<file path="src/rtl/tss_pkg.sv">
package tss_pkg;

  typedef enum logic [2:0] {
    PH_IDLE = 3'd0,
    PH_SAVE = 3'd1,
    PH_LOAD = 3'd2,
    PH_LINK = 3'd3,
    PH_DONE = 3'd4
  } phase_e;

  // word indices within the 22-word area (byte offset = 2 * index)
  localparam int unsigned AREA_WORDS = 22;
  localparam int unsigned IDX_W      = 5;
  localparam int unsigned LINK_IDX   = 0;
  localparam int unsigned LOAD_FIRST = 1;
  localparam int unsigned LOAD_LAST  = 21;
  localparam int unsigned SAVE_FIRST = 7;
  localparam int unsigned SAVE_LAST  = 20;
  localparam int unsigned N_SAVE     = SAVE_LAST - SAVE_FIRST + 1;
  localparam int unsigned N_LOAD     = LOAD_LAST - LOAD_FIRST + 1;

endpackage

</file>
<file path="src/rtl/tss_seq_fsm.sv">
module tss_seq_fsm
  import tss_pkg::*;
(
  input  logic                 clk,
  input  logic                 rst_n,
  input  logic                 start_i,
  input  logic                 link_en_i,
  input  logic                 xfer_i,
  output phase_e               phase_o,
  output logic [IDX_W-1:0]     idx_o,
  output logic                 cap_o,
  output logic                 busy_o,
  output logic                 done_o
);

  phase_e           phase_q;
  logic [IDX_W-1:0] idx_q;
  logic             link_q;

  assign cap_o   = (phase_q == PH_IDLE) && start_i;
  assign phase_o = phase_q;
  assign idx_o   = idx_q;
  assign busy_o  = (phase_q != PH_IDLE);
  assign done_o  = (phase_q == PH_DONE);

  always_ff @(posedge clk or negedge rst_n) begin
    if (!rst_n) begin
      phase_q <= PH_IDLE;
      idx_q   <= '0;
      link_q  <= 1'b0;
    end else begin
      unique case (phase_q)
        PH_IDLE: begin
          if (start_i) begin
            phase_q <= PH_SAVE;
            idx_q   <= IDX_W'(SAVE_FIRST);
            link_q  <= link_en_i;
          end
        end
        PH_SAVE: begin
          if (xfer_i) begin
            if (idx_q == IDX_W'(SAVE_LAST)) begin
              phase_q <= PH_LOAD;
              idx_q   <= IDX_W'(LOAD_FIRST);
            end else begin
              idx_q <= idx_q + 1'b1;
            end
          end
        end
        PH_LOAD: begin
          if (xfer_i) begin
            if (idx_q == IDX_W'(LOAD_LAST)) begin
              phase_q <= link_q ? PH_LINK : PH_DONE;
              idx_q   <= IDX_W'(LINK_IDX);
            end else begin
              idx_q <= idx_q + 1'b1;
            end
          end
        end
        PH_LINK: begin
          if (xfer_i) phase_q <= PH_DONE;
        end
        PH_DONE: phase_q <= PH_IDLE;
        default: phase_q <= PH_IDLE;
      endcase
    end
  end

  assert_done_pulse_R8: assert property (@(posedge clk) disable iff (!rst_n)
    done_o |=> !done_o && !busy_o);

  assert_load_after_save_R4: assert property (@(posedge clk) disable iff (!rst_n)
    (phase_q == PH_LOAD) |=> (phase_q != PH_SAVE));

endmodule

</file>
<file path="src/rtl/tss_port_drv.sv">
module tss_port_drv
  import tss_pkg::*;
#(
  parameter int unsigned ADDR_W = 16,
  parameter int unsigned DATA_W = 16
) (
  input  logic                     clk,
  input  logic                     rst_n,
  input  logic                     cap_i,
  input  logic                     start_i,
  input  logic                     busy_i,
  input  phase_e                   phase_i,
  input  logic [IDX_W-1:0]         idx_i,
  input  logic [ADDR_W-1:0]        old_base_i,
  input  logic [ADDR_W-1:0]        new_base_i,
  input  logic [DATA_W-1:0]        link_sel_i,
  input  logic [N_SAVE*DATA_W-1:0] live_regs_i,
  input  logic                     mem_ready_i,
  output logic                     mem_valid_o,
  output logic                     mem_we_o,
  output logic [ADDR_W-1:0]        mem_addr_o,
  output logic [DATA_W-1:0]        mem_wdata_o
);

  localparam int unsigned SEL_W = $clog2(N_SAVE);

  logic [ADDR_W-1:0] old_q, new_q;
  logic [DATA_W-1:0] link_q;
  logic [DATA_W-1:0] snap_q [N_SAVE];
  logic [IDX_W-1:0]  save_sel;
  logic [ADDR_W-1:0] base_sel;

  always_ff @(posedge clk or negedge rst_n) begin
    if (!rst_n) begin
      old_q  <= '0;
      new_q  <= '0;
      link_q <= '0;
    end else if (cap_i) begin
      old_q  <= old_base_i;
      new_q  <= new_base_i;
      link_q <= link_sel_i;
    end
  end

  for (genvar k = 0; k < N_SAVE; k++) begin : g_snap
    always_ff @(posedge clk or negedge rst_n) begin
      if (!rst_n)     snap_q[k] <= '0;
      else if (cap_i) snap_q[k] <= live_regs_i[k*DATA_W +: DATA_W];
    end
  end

  assign save_sel    = idx_i - IDX_W'(SAVE_FIRST);
  assign base_sel    = (phase_i == PH_SAVE) ? old_q : new_q;
  assign mem_valid_o = (phase_i == PH_SAVE) || (phase_i == PH_LOAD) || (phase_i == PH_LINK);
  assign mem_we_o    = (phase_i == PH_SAVE) || (phase_i == PH_LINK);
  assign mem_addr_o  = base_sel + ADDR_W'({idx_i, 1'b0});

  always_comb begin
    mem_wdata_o = '0;
    if (phase_i == PH_LINK)
      mem_wdata_o = link_q;
    else if (phase_i == PH_SAVE && save_sel < IDX_W'(N_SAVE))
      mem_wdata_o = snap_q[save_sel[SEL_W-1:0]];
  end

  assert_hold_stable_R7: assert property (@(posedge clk) disable iff (!rst_n)
    (mem_valid_o && !mem_ready_i) |=>
      (mem_valid_o && $stable(mem_we_o) && $stable(mem_addr_o) && $stable(mem_wdata_o)));

  assert_start_ignored_R9: assert property (@(posedge clk) disable iff (!rst_n)
    (busy_i && start_i) |=> ($stable(old_q) && $stable(new_q) && $stable(link_q)));

  assert_no_static_write_R3: assert property (@(posedge clk) disable iff (!rst_n)
    (mem_valid_o && mem_we_o && phase_i != PH_LINK) |->
      ((mem_addr_o - old_q) >= ADDR_W'(14) && (mem_addr_o - old_q) <= ADDR_W'(40)));

  assert_idle_quiet_R1: assert property (@(posedge clk) disable iff (!rst_n)
    !busy_i |-> !mem_valid_o);

endmodule

</file>
<file path="src/rtl/tss_ctx_file.sv">
module tss_ctx_file
  import tss_pkg::*;
#(
  parameter int unsigned DATA_W = 16
) (
  input  logic                     clk,
  input  logic                     rst_n,
  input  phase_e                   phase_i,
  input  logic [IDX_W-1:0]         idx_i,
  input  logic                     xfer_i,
  input  logic [DATA_W-1:0]        rdata_i,
  output logic [N_LOAD*DATA_W-1:0] ctx_o
);

  logic [IDX_W-1:0] wsel;
  assign wsel = idx_i - IDX_W'(LOAD_FIRST);

  for (genvar j = 0; j < N_LOAD; j++) begin : g_ctx
    logic [DATA_W-1:0] word_q;
    always_ff @(posedge clk or negedge rst_n) begin
      if (!rst_n)
        word_q <= '0;
      else if (xfer_i && phase_i == PH_LOAD && wsel == IDX_W'(j))
        word_q <= rdata_i;
    end
    assign ctx_o[j*DATA_W +: DATA_W] = word_q;
  end

  assert_ctx_only_on_load_R5: assert property (@(posedge clk) disable iff (!rst_n)
    (phase_i != PH_LOAD) |=> $stable(ctx_o));

endmodule

</file>
<file path="src/rtl/tss_switch_seq.sv">
module tss_switch_seq
  import tss_pkg::*;
#(
  parameter int unsigned ADDR_W = 16,
  parameter int unsigned DATA_W = 16
) (
  input  logic                     clk,
  input  logic                     rst_n,
  input  logic                     start_i,
  input  logic [ADDR_W-1:0]        old_base_i,
  input  logic [ADDR_W-1:0]        new_base_i,
  input  logic                     link_en_i,
  input  logic [DATA_W-1:0]        link_sel_i,
  input  logic [N_SAVE*DATA_W-1:0] live_regs_i,
  output logic                     mem_valid_o,
  output logic                     mem_we_o,
  output logic [ADDR_W-1:0]        mem_addr_o,
  output logic [DATA_W-1:0]        mem_wdata_o,
  input  logic                     mem_ready_i,
  input  logic [DATA_W-1:0]        mem_rdata_i,
  output logic [N_LOAD*DATA_W-1:0] ctx_o,
  output logic                     busy_o,
  output logic                     done_o
);

  phase_e           phase;
  logic [IDX_W-1:0] idx;
  logic             cap;
  logic             xfer;

  assign xfer = mem_valid_o && mem_ready_i;

  tss_seq_fsm u_fsm (
    .clk       (clk),
    .rst_n     (rst_n),
    .start_i   (start_i),
    .link_en_i (link_en_i),
    .xfer_i    (xfer),
    .phase_o   (phase),
    .idx_o     (idx),
    .cap_o     (cap),
    .busy_o    (busy_o),
    .done_o    (done_o)
  );

  tss_port_drv #(.ADDR_W(ADDR_W), .DATA_W(DATA_W)) u_port (
    .clk         (clk),
    .rst_n       (rst_n),
    .cap_i       (cap),
    .start_i     (start_i),
    .busy_i      (busy_o),
    .phase_i     (phase),
    .idx_i       (idx),
    .old_base_i  (old_base_i),
    .new_base_i  (new_base_i),
    .link_sel_i  (link_sel_i),
    .live_regs_i (live_regs_i),
    .mem_ready_i (mem_ready_i),
    .mem_valid_o (mem_valid_o),
    .mem_we_o    (mem_we_o),
    .mem_addr_o  (mem_addr_o),
    .mem_wdata_o (mem_wdata_o)
  );

  tss_ctx_file #(.DATA_W(DATA_W)) u_ctx (
    .clk     (clk),
    .rst_n   (rst_n),
    .phase_i (phase),
    .idx_i   (idx),
    .xfer_i  (xfer),
    .rdata_i (mem_rdata_i),
    .ctx_o   (ctx_o)
  );

  assert_done_no_traffic_R8: assert property (@(posedge clk) disable iff (!rst_n)
    done_o |-> !mem_valid_o);

endmodule

</file>
<file path="config.mk">
export PLATFORM = sky130hd
export DESIGN_NAME = tss_switch_seq
export DESIGN_NICKNAME = d
export VERILOG_FILES = /design/src/rtl/tss_pkg.sv /design/src/rtl/tss_seq_fsm.sv /design/src/rtl/tss_port_drv.sv /design/src/rtl/tss_ctx_file.sv /design/src/rtl/tss_switch_seq.sv
export SDC_FILE = /design/constraint.sdc
export NUM_CORES = 1
export LEC_CHECK = 0
export BUFFER_PORTS_ARGS = -buffer_cell sky130_fd_sc_hd__buf_2
export CAP_MARGIN = 15
export CORE_MARGIN = 1
export CORE_UTILIZATION = 40
export CTS_BUF_LIST = sky130_fd_sc_hd__clkbuf_8
export DETAILED_ROUTE_END_ITERATION = 16
export PLACE_DENSITY = 0.65
export SETUP_SLACK_MARGIN = 0.02
export SYNTH_ARGS = -nofsm -noshare
export SYNTH_HDL_FRONTEND = slang
export SYNTH_SLANG_ARGS = --single-unit
</file>
<file path="constraint.sdc">
create_clock -name clk -period 3.1 [get_ports clk]
set_input_delay 0 -clock clk [delete_from_list [all_inputs] [get_ports clk]]
set_output_delay 0 -clock clk [all_outputs]
set_load 0.03 [all_outputs]
</file>
==> metrics.txt <==
RSZ-0062 raised after global routing true; Synth cell types 60; residual DRC count 0; placer congestion estimate 0.852; Mapped Cells 1719; Reg-to-Reg Start u_fsm.idx_o[0]; Highest Clock Rate 306 MHz; CP required 3.10 ns; outcome complete, but fails checks; H-tree depth reported by CTS 3; failing checks setup timing; Mapped Nets 2024; Post-synth EDFFs 0; Hold Vio Cnt, Final 0; Yosys reg bits 617; Final Setup Violations 17; largest net degree at the start of global routing 109; most frequent cells in the layout buf_2, dfrtp_1, mux2_2; FF-to-FF path depth 9; vias in the first global route 21400; CP startpoint kind register; Crit path largest cell delay 0.42 ns; Worst-Skew Late Latency 0.70 ns; fin. max-slew vios 0; Area contributors post-synth dfrtp_1, mux2_2, mux4_2; WS Path Type register to output port; Vias 19600; Hold WS 0.0655 ns; reg-to-reg slack, setup 0.13 ns; HP Start live_regs_i[201]; top_reg_cell synth dfrtp_1; syn_area_per_cell 15.2 sq um; HP Class primary input to register; final setup margin -0.167 ns; Die Ht 258 um; core area 64600 sq um; CP startpoint u_fsm.phase_o[1]; initial antenna violation count 6; Tcrit/Tclk final 105%; Pwr Total 40.7 mW; detailed placement HPWL 59200 um; Setup Skew 0.0479 ns; Hold Crit Depth 3; WP data arrival 3.27 ns; Root Driver clkbuf_8; CTS tree done; Nets 3129; pwr dens 1080 nW/um^2; # rows 93; element type at the critical path end output port; cell area after synthesis 26200 sq um; Layout fillers 5007; DR iter-0 viols 1117; first-pass GRT wire length 134000 um; synth warn 0; Max VDD drop 0.719 mV; worst-case clock buffer depth 3; Tot GR Track Use 26.7%; Num CTS Buffers 102; Cell Count, Final, Fillers Out 3760; grt total ovfl 0; Yosys top cell area share 59.0%; Finished Core Util 58.4%; drt wl/cell 23.8 um; worst-path fanout max 6; Initial Utilization 40.5%; WL final 89400 um; Rel. slew slack 47.5%; critical path's slowest cell dfrtp_2; Post-Place Cells 3181; Worst-path clk slew 0.06 ns; fraction of layout cells with a size suffix above 1 59.1%; ys async rst share 100%; Yosys top cell by area dfrtp_1; commonest non-fill, non-tap cell in the layout buf_2; PortBufs 664; MaxCap Viol Count 0; ANT nets after route 0; sequential share of the synthesized area 59.0%; worst-path cell chain or3b_4, nand2_1, nand2_1, ha_2, inv_2, fa_2, nor2b_2, o31a_1, buf_4, nor2_4, nor2_4, xnor2_2, buf_6; Hold EP u_port.snap_q[25]; io pins 665; Die Footprint 66400 sq um; CTS sink cnt 617; Initial DRT Pass Iterations 5; area delta synth->final 44.2%; Final min period 3.27 ns; worst slew pin tran 0.785 ns; Die Width 258 um; Via density 5.21; leakage 18.7 nW; Reg2Reg Capture Point u_ctx.g_ctx[13].word_q[8]; pre-CTS setup slack 0.125 ns
[layout make-up]
class,count,area [sq um],area share [%]
diodes,6,15.0,0.0398
clock buffers,128,1760,4.67
clock inverters,51,307,0.813
inverters,11,46.3,0.123
multi-input cells,963,10700,28.3
flip-flops and latches,617,15400,41.0
well taps,855,1070,2.84
repair buffers,1129,8380,22.2
[flip-flops by register name, summed over array words and instances, names as in the netlist]
| register | cells |
|---|---|
| u_port.new_q | 16 |
| u_port.snap_q | 224 |
| u_fsm.idx_o | 5 |
| u_port.old_q | 16 |
| u_fsm.link_q | 1 |
| u_port.link_q | 16 |
| u_fsm.phase_o | 3 |
| u_ctx.g_ctx.word_q | 336 |
[cell families (layout without fill, tap and decap cells)]
group,count (synthesis),after routing,synth area share [%]
mux,685,685,31.6
flops,617,617,59.0
simple gates,171,171,3.31
buf+inv,139,1319,2.52
compound gates,77,77,2.35
xor+xnor,18,18,0.603
fa+ha+maj,12,12,0.603
other cells,0,6,0
[critical path: cells and delay by family (launching register included)]
family | cells | cell delay, ns
AO/OA/AOI/OAI | 1 | 0.31
buffers and inverters | 3 | 0.38
adder cells (fa/ha/maj) | 2 | 0.39
flip-flops | 1 | 0.42
AND/OR/NAND/NOR | 6 | 0.86
XOR/XNOR | 1 | 0.21
[how the worst max path moves through the flow]
| stage | end | slack [ns] |
|---|---|---|
| detailed placement | u_ctx.g_ctx[4].word_q[9] | 0.13 |
| global placement | mem_addr_o[15] | 0.17 |
| floorplan | u_ctx.g_ctx[0].word_q[10] | 0.03 |
| finish | mem_addr_o[11] | -0.17 |
| global route | mem_addr_o[9] | -0.31 |
| CTS | mem_addr_o[13] | -0.25 |
[timing repair]
item,4_1_cts,5_1_grt
endpoints found under the setup margin,28,96
pin swaps,47,35
endpoints found under the hold margin,1213,0
hold buffers,345,0
resized for setup,158,35
setup buffers,27,17
gates cloned,6,1
[layer usage]
metal,GRT usage [%],wire length [um],vias up
met4,11.3,3430,4
met5,0,23,-
li1,-,-,8426
met3,5.57,5410,206
met2,47.4,46200,830
met1,31.4,34300,10100
[cell usage after synthesis (3+ instances only)]
library cell and number:
mux2i_1 27, mux2_4 10, a32o_1 16, xnor2_1 12, xor2_1 6, dfrtp_1 617
ha_1 11, and3_1 3, buf_2 57, o2111ai_1 4, nand3_1 30, nand2b_1 5
inv_1 10, nor3_1 4, nand2_1 76, o21ai_0 13, nor2b_1 6, clkbuf_1 53
nor2_1 11, nor2_2 11, nand3b_1 3, buf_4 5, o311ai_0 16, buf_1 8
a21oi_1 5, mux4_2 48, mux2_2 599, buf_6 4, and2_1 6
[where the power goes]
part | switching, mW | internal, mW
Clock | 3.39 | 3.83
Sequential | 1.95 | 11.2
Combinational | 10.8 | 9.56
[metrics by stage]
stage / setup TNS (ns) / area (sq um)
6_report: -1.28 / 37700
5_1_grt: -3.95 / 37700
4_1_cts: -1.92 / 37400
3_5_place_dp: 0 / 30800
3_3_place_gp: 0 / 30800
2_1_floorplan: 0 / 26300
(Power assumes the default switching activity.)
